[src/rtl/cpl_pkg.sv]
package cpl_pkg;
  typedef enum logic {
    ADDR_COUNTER = 1'b0,
    ADDR_DIRECT  = 1'b1
  } addr_src_e;

  function automatic int addr_width(input int n);
    return (n > 1) ? $clog2(n) : 1;
  endfunction
endpackage

[src/rtl/cpl_addr_gen.sv]
module cpl_addr_gen
  import cpl_pkg::*;
#(
  parameter int        NUM_PTS = 6,
  parameter int        AW      = 3,
  parameter addr_src_e SRC     = ADDR_COUNTER
) (
  input  logic          clk,
  input  logic          rst_n,
  input  logic          fire,
  input  logic [AW-1:0] ext_addr,
  output logic [AW-1:0] addr,
  output logic          in_range
);
  localparam logic [AW-1:0] LAST = AW'(NUM_PTS - 1);
  localparam logic [AW:0]   NUM  = (AW + 1)'(NUM_PTS);

  generate
    if (SRC == ADDR_COUNTER) begin : g_cnt
      logic [AW-1:0] cnt_q;
      logic          unused_ext;
      assign unused_ext = ^ext_addr;

      always_ff @(posedge clk or negedge rst_n) begin
        if (!rst_n)      cnt_q <= '0;
        else if (fire)   cnt_q <= (cnt_q == LAST) ? '0 : cnt_q + 1'b1;
      end

      assign addr     = cnt_q;
      assign in_range = 1'b1;

      assert_wrap_R5: assert property (@(posedge clk) disable iff (!rst_n)
        (fire && cnt_q == LAST) |=> (cnt_q == '0));
      assert_step_R5: assert property (@(posedge clk) disable iff (!rst_n)
        (fire && cnt_q != LAST) |=> (cnt_q == $past(cnt_q) + 1'b1));
      assert_idle_R6: assert property (@(posedge clk) disable iff (!rst_n)
        !fire |=> $stable(cnt_q));
      assert_bound_R5: assert property (@(posedge clk) disable iff (!rst_n)
        ({1'b0, cnt_q} < NUM));
    end else begin : g_dir
      assign addr     = ext_addr;
      assign in_range = ({1'b0, ext_addr} < NUM);

      assert_fire_range_R8: assert property (@(posedge clk) disable iff (!rst_n)
        fire |-> ({1'b0, addr} < NUM));
    end
  endgenerate
endmodule

[src/rtl/cpl_demux.sv]
module cpl_demux #(
  parameter int NUM_PTS = 6,
  parameter int AW      = 3
) (
  input  logic               clk,
  input  logic               rst_n,
  input  logic               fire,
  input  logic [AW-1:0]      addr,
  output logic [NUM_PTS-1:0] we
);
  generate
    for (genvar i = 0; i < NUM_PTS; i++) begin : g_dec
      assign we[i] = fire && (addr == AW'(i));
    end
  endgenerate

  assert_one_target_R4: assert property (@(posedge clk) disable iff (!rst_n)
    $onehot0(we));
  assert_fire_hits_R4: assert property (@(posedge clk) disable iff (!rst_n)
    fire |-> ($countones(we) == 1));
endmodule

[src/rtl/cpl_latch_bank.sv]
module cpl_latch_bank #(
  parameter int NUM_PTS = 6
) (
  input  logic               clk,
  input  logic               rst_n,
  input  logic [NUM_PTS-1:0] we,
  input  logic               din,
  output logic [NUM_PTS-1:0] q
);
  generate
    for (genvar i = 0; i < NUM_PTS; i++) begin : g_cell
      always_ff @(posedge clk or negedge rst_n) begin
        if (!rst_n)     q[i] <= 1'b0;
        else if (we[i]) q[i] <= din;
      end

      assert_capture_R4: assert property (@(posedge clk) disable iff (!rst_n)
        we[i] |=> (q[i] == $past(din)));
      assert_hold_R6: assert property (@(posedge clk) disable iff (!rst_n)
        !we[i] |=> $stable(q[i]));
    end
  endgenerate
endmodule

[src/rtl/cpl_point_mux.sv]
module cpl_point_mux #(
  parameter int NUM_PTS = 6
) (
  input  logic               test_mode,
  input  logic [NUM_PTS-1:0] func_in,
  input  logic [NUM_PTS-1:0] held,
  output logic [NUM_PTS-1:0] ctrl_out
);
  generate
    for (genvar i = 0; i < NUM_PTS; i++) begin : g_sel
      assign ctrl_out[i] = test_mode ? held[i] : func_in[i];
    end
  endgenerate
endmodule

[src/rtl/cpl_ctrl_array.sv]
module cpl_ctrl_array
  import cpl_pkg::*;
#(
  parameter int        NUM_PTS  = 6,
  parameter addr_src_e ADDR_SRC = ADDR_COUNTER,
  parameter int        ADDR_W   = addr_width(NUM_PTS)
) (
  input  logic               clk,
  input  logic               rst_n,
  input  logic               test_mode,
  input  logic               wr_valid,
  output logic               wr_ready,
  input  logic               wr_bit,
  input  logic [ADDR_W-1:0]  wr_addr,
  input  logic [NUM_PTS-1:0] func_in,
  output logic [NUM_PTS-1:0] ctrl_out
);
  logic              fire;
  logic [ADDR_W-1:0] cur_addr;
  logic              in_range;
  logic [NUM_PTS-1:0] we;
  logic [NUM_PTS-1:0] held;

  assign wr_ready = in_range;
  assign fire     = wr_valid && wr_ready;

  cpl_addr_gen #(.NUM_PTS(NUM_PTS), .AW(ADDR_W), .SRC(ADDR_SRC)) u_addr (
    .clk(clk), .rst_n(rst_n), .fire(fire), .ext_addr(wr_addr),
    .addr(cur_addr), .in_range(in_range)
  );

  cpl_demux #(.NUM_PTS(NUM_PTS), .AW(ADDR_W)) u_dmx (
    .clk(clk), .rst_n(rst_n), .fire(fire), .addr(cur_addr), .we(we)
  );

  cpl_latch_bank #(.NUM_PTS(NUM_PTS)) u_bank (
    .clk(clk), .rst_n(rst_n), .we(we), .din(wr_bit), .q(held)
  );

  cpl_point_mux #(.NUM_PTS(NUM_PTS)) u_mux (
    .test_mode(test_mode), .func_in(func_in), .held(held), .ctrl_out(ctrl_out)
  );

  assert_stall_no_write_R8: assert property (@(posedge clk) disable iff (!rst_n)
    !wr_ready |=> $stable(held));
  assert_mode_keeps_R7: assert property (@(posedge clk) disable iff (!rst_n)
    (test_mode != $past(test_mode) && !$past(fire)) |-> $stable(held));
  assert_test_view_R3: assert property (@(posedge clk) disable iff (!rst_n)
    test_mode |-> (ctrl_out == held));
  assert_func_view_R2: assert property (@(posedge clk) disable iff (!rst_n)
    !test_mode |-> (ctrl_out == func_in));
endmodule

[config.mk]
export PLATFORM = sky130hd
export DESIGN_NAME = cpl_ctrl_array
export DESIGN_NICKNAME = d
export VERILOG_FILES = /design/src/rtl/cpl_pkg.sv /design/src/rtl/cpl_addr_gen.sv /design/src/rtl/cpl_demux.sv /design/src/rtl/cpl_latch_bank.sv /design/src/rtl/cpl_point_mux.sv /design/src/rtl/cpl_ctrl_array.sv
export SDC_FILE = /design/constraint.sdc
export NUM_CORES = 1
export LEC_CHECK = 0
export BUFFER_PORTS_ARGS = -buffer_cell sky130_fd_sc_hd__clkbuf_2
export CAP_MARGIN = 20
export CORE_AREA = 2 2 39 41
export CTS_BUF_LIST = sky130_fd_sc_hd__clkbuf_2 sky130_fd_sc_hd__clkbuf_4 sky130_fd_sc_hd__clkbuf_8
export DETAILED_ROUTE_END_ITERATION = 7
export DIE_AREA = 0 0 41 43
export GPL_TIMING_DRIVEN = 0
export MAX_ROUTING_LAYER = met4
export PLACE_DENSITY = 0.76
export SLEW_MARGIN = 40
export SYNTH_ARGS = -nofsm -noshare
export SYNTH_HDL_FRONTEND = slang
export SYNTH_SLANG_ARGS = --single-unit
[constraint.sdc]
create_clock -name clk -period 1.8 [get_ports clk]
set_input_delay 0.18 -clock clk [delete_from_list [all_inputs] [get_ports clk]]
set_output_delay 0.18 -clock clk [all_outputs]
set_load 0.02 [all_outputs]
# ---- Word level (Yosys, flattened, before mapping)
# Index checks and enable logic that the tools add are counted.
dict set report totals {
  regBits 9
  inputBits 14
  output_inout_bits 7
  word_cells 27
}
dict set report classes {
  n_addsub 1
  eq_ne 5
  n_mux 7
  n_reduce_logical 7
}
# operator n
set op_table {}
lappend op_table {{3-bit by 2-bit equality test with 1-bit output, second input constant} 2}
lappend op_table {{3-bit equality test, second input constant} 2}
lappend op_table {{1-bit logical AND} 6}
lappend op_table {{1-bit 2-to-1 mux} 6}
lappend op_table {{3-bit by 1-bit adder with 3-bit output, second input constant} 1}
lappend op_table {{3-bit by 1-bit equality test with 1-bit output, second input constant} 1}
lappend op_table {{3-bit zero test} 1}
lappend op_table {{3-bit 2-to-1 mux} 1}

# ---- Depth between registers and ports, before layout
dict set report logic_depth {
  ltp_word 2
  depth_mapped 5
}

# ---- By module
# Synthesis repeated with hierarchy kept, for this count alone.
dict set report unflattened {
  cells_unflattened 37
  area_unflattened_um2 564.3
}
# mod instances cells_each area_each_um2
set by_module_without_submodules {}
lappend by_module_without_submodules {cpl_latch_bank 1 12 240.2}
lappend by_module_without_submodules {cpl_addr_gen 1 11 141.4}
lappend by_module_without_submodules {cpl_point_mux 1 7 101.3}
lappend by_module_without_submodules {cpl_demux 1 6 75.1}
lappend by_module_without_submodules {cpl_ctrl_array 1 1 6.3}

# ---- Worst setup path after synthesis
# No wires, ideal clock.
dict set report synth_path {
  path_type {register -> register}
  from {reg u_addr.g_cnt.cnt_q[0] (netlist: u_addr.addr[0])}
  to {reg u_bank.q[3]}
  setup_time_ps 125
  arrival_ps 1143
  setup_slack_ps 533
  path_stages_with_launch 6
  path_buffers 1
  path_cell_list {dfrtp_1 > buf_6 > and2_1 > ha_1 > nand2_1 > mux2_2}
}
dict set report synth_between {
  elab_chain_len 2
}
# item line_no
set synth_rtl {}
lappend synth_rtl {{from (decl)} cpl_addr_gen.sv:20} ;# logic [AW-1:0] cnt_q;
lappend synth_rtl {{from (signal assigned)} cpl_addr_gen.sv:26} ;# else if (fire) cnt_q <= (cnt_q == LAST) ? '0 : cnt_q + 1'b1;
lappend synth_rtl {{3-bit by 2-bit equality test with 1-bit output} cpl_demux.sv:13} ;# assign we[i] = fire && (addr == AW'(i));
lappend synth_rtl {{1-bit logical AND} cpl_demux.sv:13}
lappend synth_rtl {{to (signal, indexed assignment)} cpl_latch_bank.sv:14} ;# else if (we[i]) q[i] <= din;
lappend synth_rtl {{to (decl)} cpl_latch_bank.sv:8} ;# output logic [NUM_PTS-1:0] q
# Every way passes these cells.
# A chain may end at the register's enable or synchronous reset.

# ---- Final worst setup path
# Ends and elaborated chain as after synthesis.

==> summary.txt <==
Final layout
  • Antenna diodes: 0
  • Final Util: 0.4792
  • Area added between synthesis and finish: 24.41%
  • Post-layout net count: 76
  • Non-Filler Instances: 76
  • Fraction of layout cells with a size suffix above 1: 0.5500

Synthesis
  • Synth Flop Type: dfrtp_1
  • Post-synth top area cell: dfrtp_1
  • Cells after Synth: 41
  • Top-area cell type share of the netlist area: 0.4225
  • Most common library cells after synthesis: 9 x dfrtp_1, 7 x mux2_2, 3 x and4bb_1, 3 x mux2_4
  • Seq cells post-synth: 9
  • Synth Cell Area: 533.0 um^2
  • Most numerous cell in the Yosys netlist: dfrtp_1
  • Synth area leaders: dfrtp_1 42%, mux2_2 15%, mux2_4 8.5%
  • Seq/Total Area, Yosys: 0.4225
  • Synthesized Nets: 56
  • Async S/R FF share, synth: 1.000
  • Synth cell types: 21
  • Post-synth EDFFs: 0
  • Yosys warnings: 0
  • Avg Inst Size Synth: 13.00 um^2

Die
  • Core Region: 0.001384 mm^2
  • Die Y: 43 um
  • Initial Util: 0.3852
  • Die width: 41 um
  • Site row count: 14
  • DIE AREA: 0.001763 mm^2
  • I/O pin count: 21

Timing
  • Hold Worst Slack: 0.2208 ns
  • Fin crit period: 1.316 ns
  • RSZ-0062 raised after global routing: false
  • Fin crit share: 0.7311
  • Slew Limit Fails: 0
  • Final worst slack: 0.4841 ns
  • Setup-failing EPs final: 0
  • Clock skew: 0.003890 ns
  • Final hold violation count: 0
  • Setup TNS: 0 ns
  • Maximum achievable frequency: 759.9 MHz

Critical path
  • Req. time, crit path: 1.94 ns
  • Crit. End Element: register
  • Critical Path Fanout Max: 9
  • Setup crit start kind: register
  • CP Cell Sequence: buf_6 > and2_1 > ha_1 > nand2_1 > mux2_2
  • Setup Crit Path Kind: register to register
  • CP top delay family: flip-flops
  • Crit-path slowest cell: dfrtp_1
  • CP bufs+invs: 1
  • Arr. time, crit path: 1.45 ns
  • CP max stage delay: 0.37 ns

Flow run
  • Max-Cap Viols: 0

Clock tree
  • Cts repair resizes: 0
  • Setup Fix Bufs, Post-CTS: 0
  • H-tree level count: 1
  • CTS Buf Count: 3
  • Clk_lat worst skew: 0.25 ns
  • CTS tree: done
  • Clk sinks: 9
  • Clock transition at path regs: 0.06 ns
  • Root Driver: clkbuf_4
  • Cts hold-fix bufs: 1
  • Clock Path Buffers: 2

Power and ir drop
  • Leakage power: 0.3285 nW
  • VDD IR max: 527.3 uV
  • PwrDens: 1442 mW/mm^2

Routing
  • DRC violations left: 0
  • Final WL: 862 um
  • DRT iter0 DRCs: 0
  • Via Count: 374
  • Post-DRT Antenna Nets: 0
  • Pre-antenna DRT Iters: 1
  • WL per Instance: 11.34 um
  • Vias/cell: 4.921

GRT
  • Vias in the first global route: 331
  • Total GRT Usage: 0.1216
  • Largest net degree at the start of global routing: 11
  • Global-route wire length before repair: 1.380 mm
  • Initial antenna violation count: 0
  • Aggregate global routing overflow: 0

Place
  • Gpl congestion: 0.7080
  • PortBufs: 14
  • Pre-CTS WS: 0.4895 ns
  • Placed Cells: 71

Status
  • Status: finished clean

Hold path
  • Min-delay worst type: primary input to register
## worst register-to-register path, stage by stage (launching register included)
cell	delay [ns]
dfrtp_1	0.37
buf_6	0.13
and2_1	0.13
ha_1	0.17
nand2_1	0.07
mux2_2	0.32
## per-stage QoR
| step | total power [mW] | area [um^2] |
|---|---|---|
| 4_1_cts | 0.9686 | 663.1 |
| 6_report | 0.9562 | 663.1 |
| 3_5_place_dp | 0.7955 | 623.1 |
| 5_1_grt | 1.031 | 663.1 |
| 2_1_floorplan | 0.6999 | 533.0 |
| 3_3_place_gp | 0.7783 | 623.1 |
## layer usage
| metal | global-route usage | vias to the layer above | wire [um] |
|---|---|---|---|
| met2 | 0.1688 | 19 | 377 |
| met3 | 0.04712 | 2 | 76 |
| li1 | - | 183 | - |
| met5 | - | - | 0 |
| met1 | 0.1395 | 170 | 393 |
| met4 | 0.08000 | 0 | 14 |
## cell type report
type	instances	area, um^2
sequential	9	225.2
fill	138	720.7
multi-input combinational	27	276.5
buffer	4	27.53
inverter	1	3.754
timing repair buffer	15	80.08
clock buffer	4	30.03
tap	16	20.02
## report_power, final
group          switching (mW)  total (mW)  internal (mW)  leakage (nW)
Sequential             0.0731       0.376          0.303         0.109
Combinational           0.171       0.413          0.243         0.201
Clock                  0.0666       0.167          0.100        0.0184
## cells by family after synthesis
kind of cell	count (synthesis)	share of synthesized area
other cells	1	0.007035
flops	9	0.4225
xor+xnor	1	0.01643
compound gates	2	0.02583
simple gates	10	0.1714
buf+inv	5	0.05867
mux	12	0.2746
fa+ha+maj	1	0.02347
## sequential cells by signal, summed over array words and instances (netlist names)
| name | flops |
|---|---|
| u_bank.q | 6 |
| u_addr.addr | 3 |
## cell usage in the layout, fill, tap and decap left out
cell	n
buf_4	1
and4bb_1	3
clkbuf_1	1
mux2_4	3
conb_1	1
and2_1	1
and3b_2	1
a21o_1	1
nand4b_1	1
nand2_1	2
ha_1	1
xor2_1	1
inv_1	1
buf_2	1
o22ai_1	1
clkbuf_4	4
dfrtp_1	9
nand2b_1	1
buf_6	1
dlygate4sd3_1	1
clkbuf_2	14
mux2_2	7
nor4b_2	1
mux2_1	2
## worst paths after layout
kind / startpoint / end / slack, ns / cells after the start
worst min-delay path: wr_valid / u_addr.addr[0] / 0.22 / 2
worst max-delay path: u_addr.addr[0] / u_bank.q[3] / 0.48 / 5
worst max register to register: u_addr.addr[0] / u_bank.q[3] / 0.48 / 5
min in group asynchronous: rst_n / u_bank.q[1] / 0.31 / 2
worst min register to register: u_bank.q[0] / u_bank.q[0] / 0.48 / 1
max in group asynchronous: rst_n / u_bank.q[3] / 1.30 / 2
No activity file was read; power rests on OpenSTA's default activity.
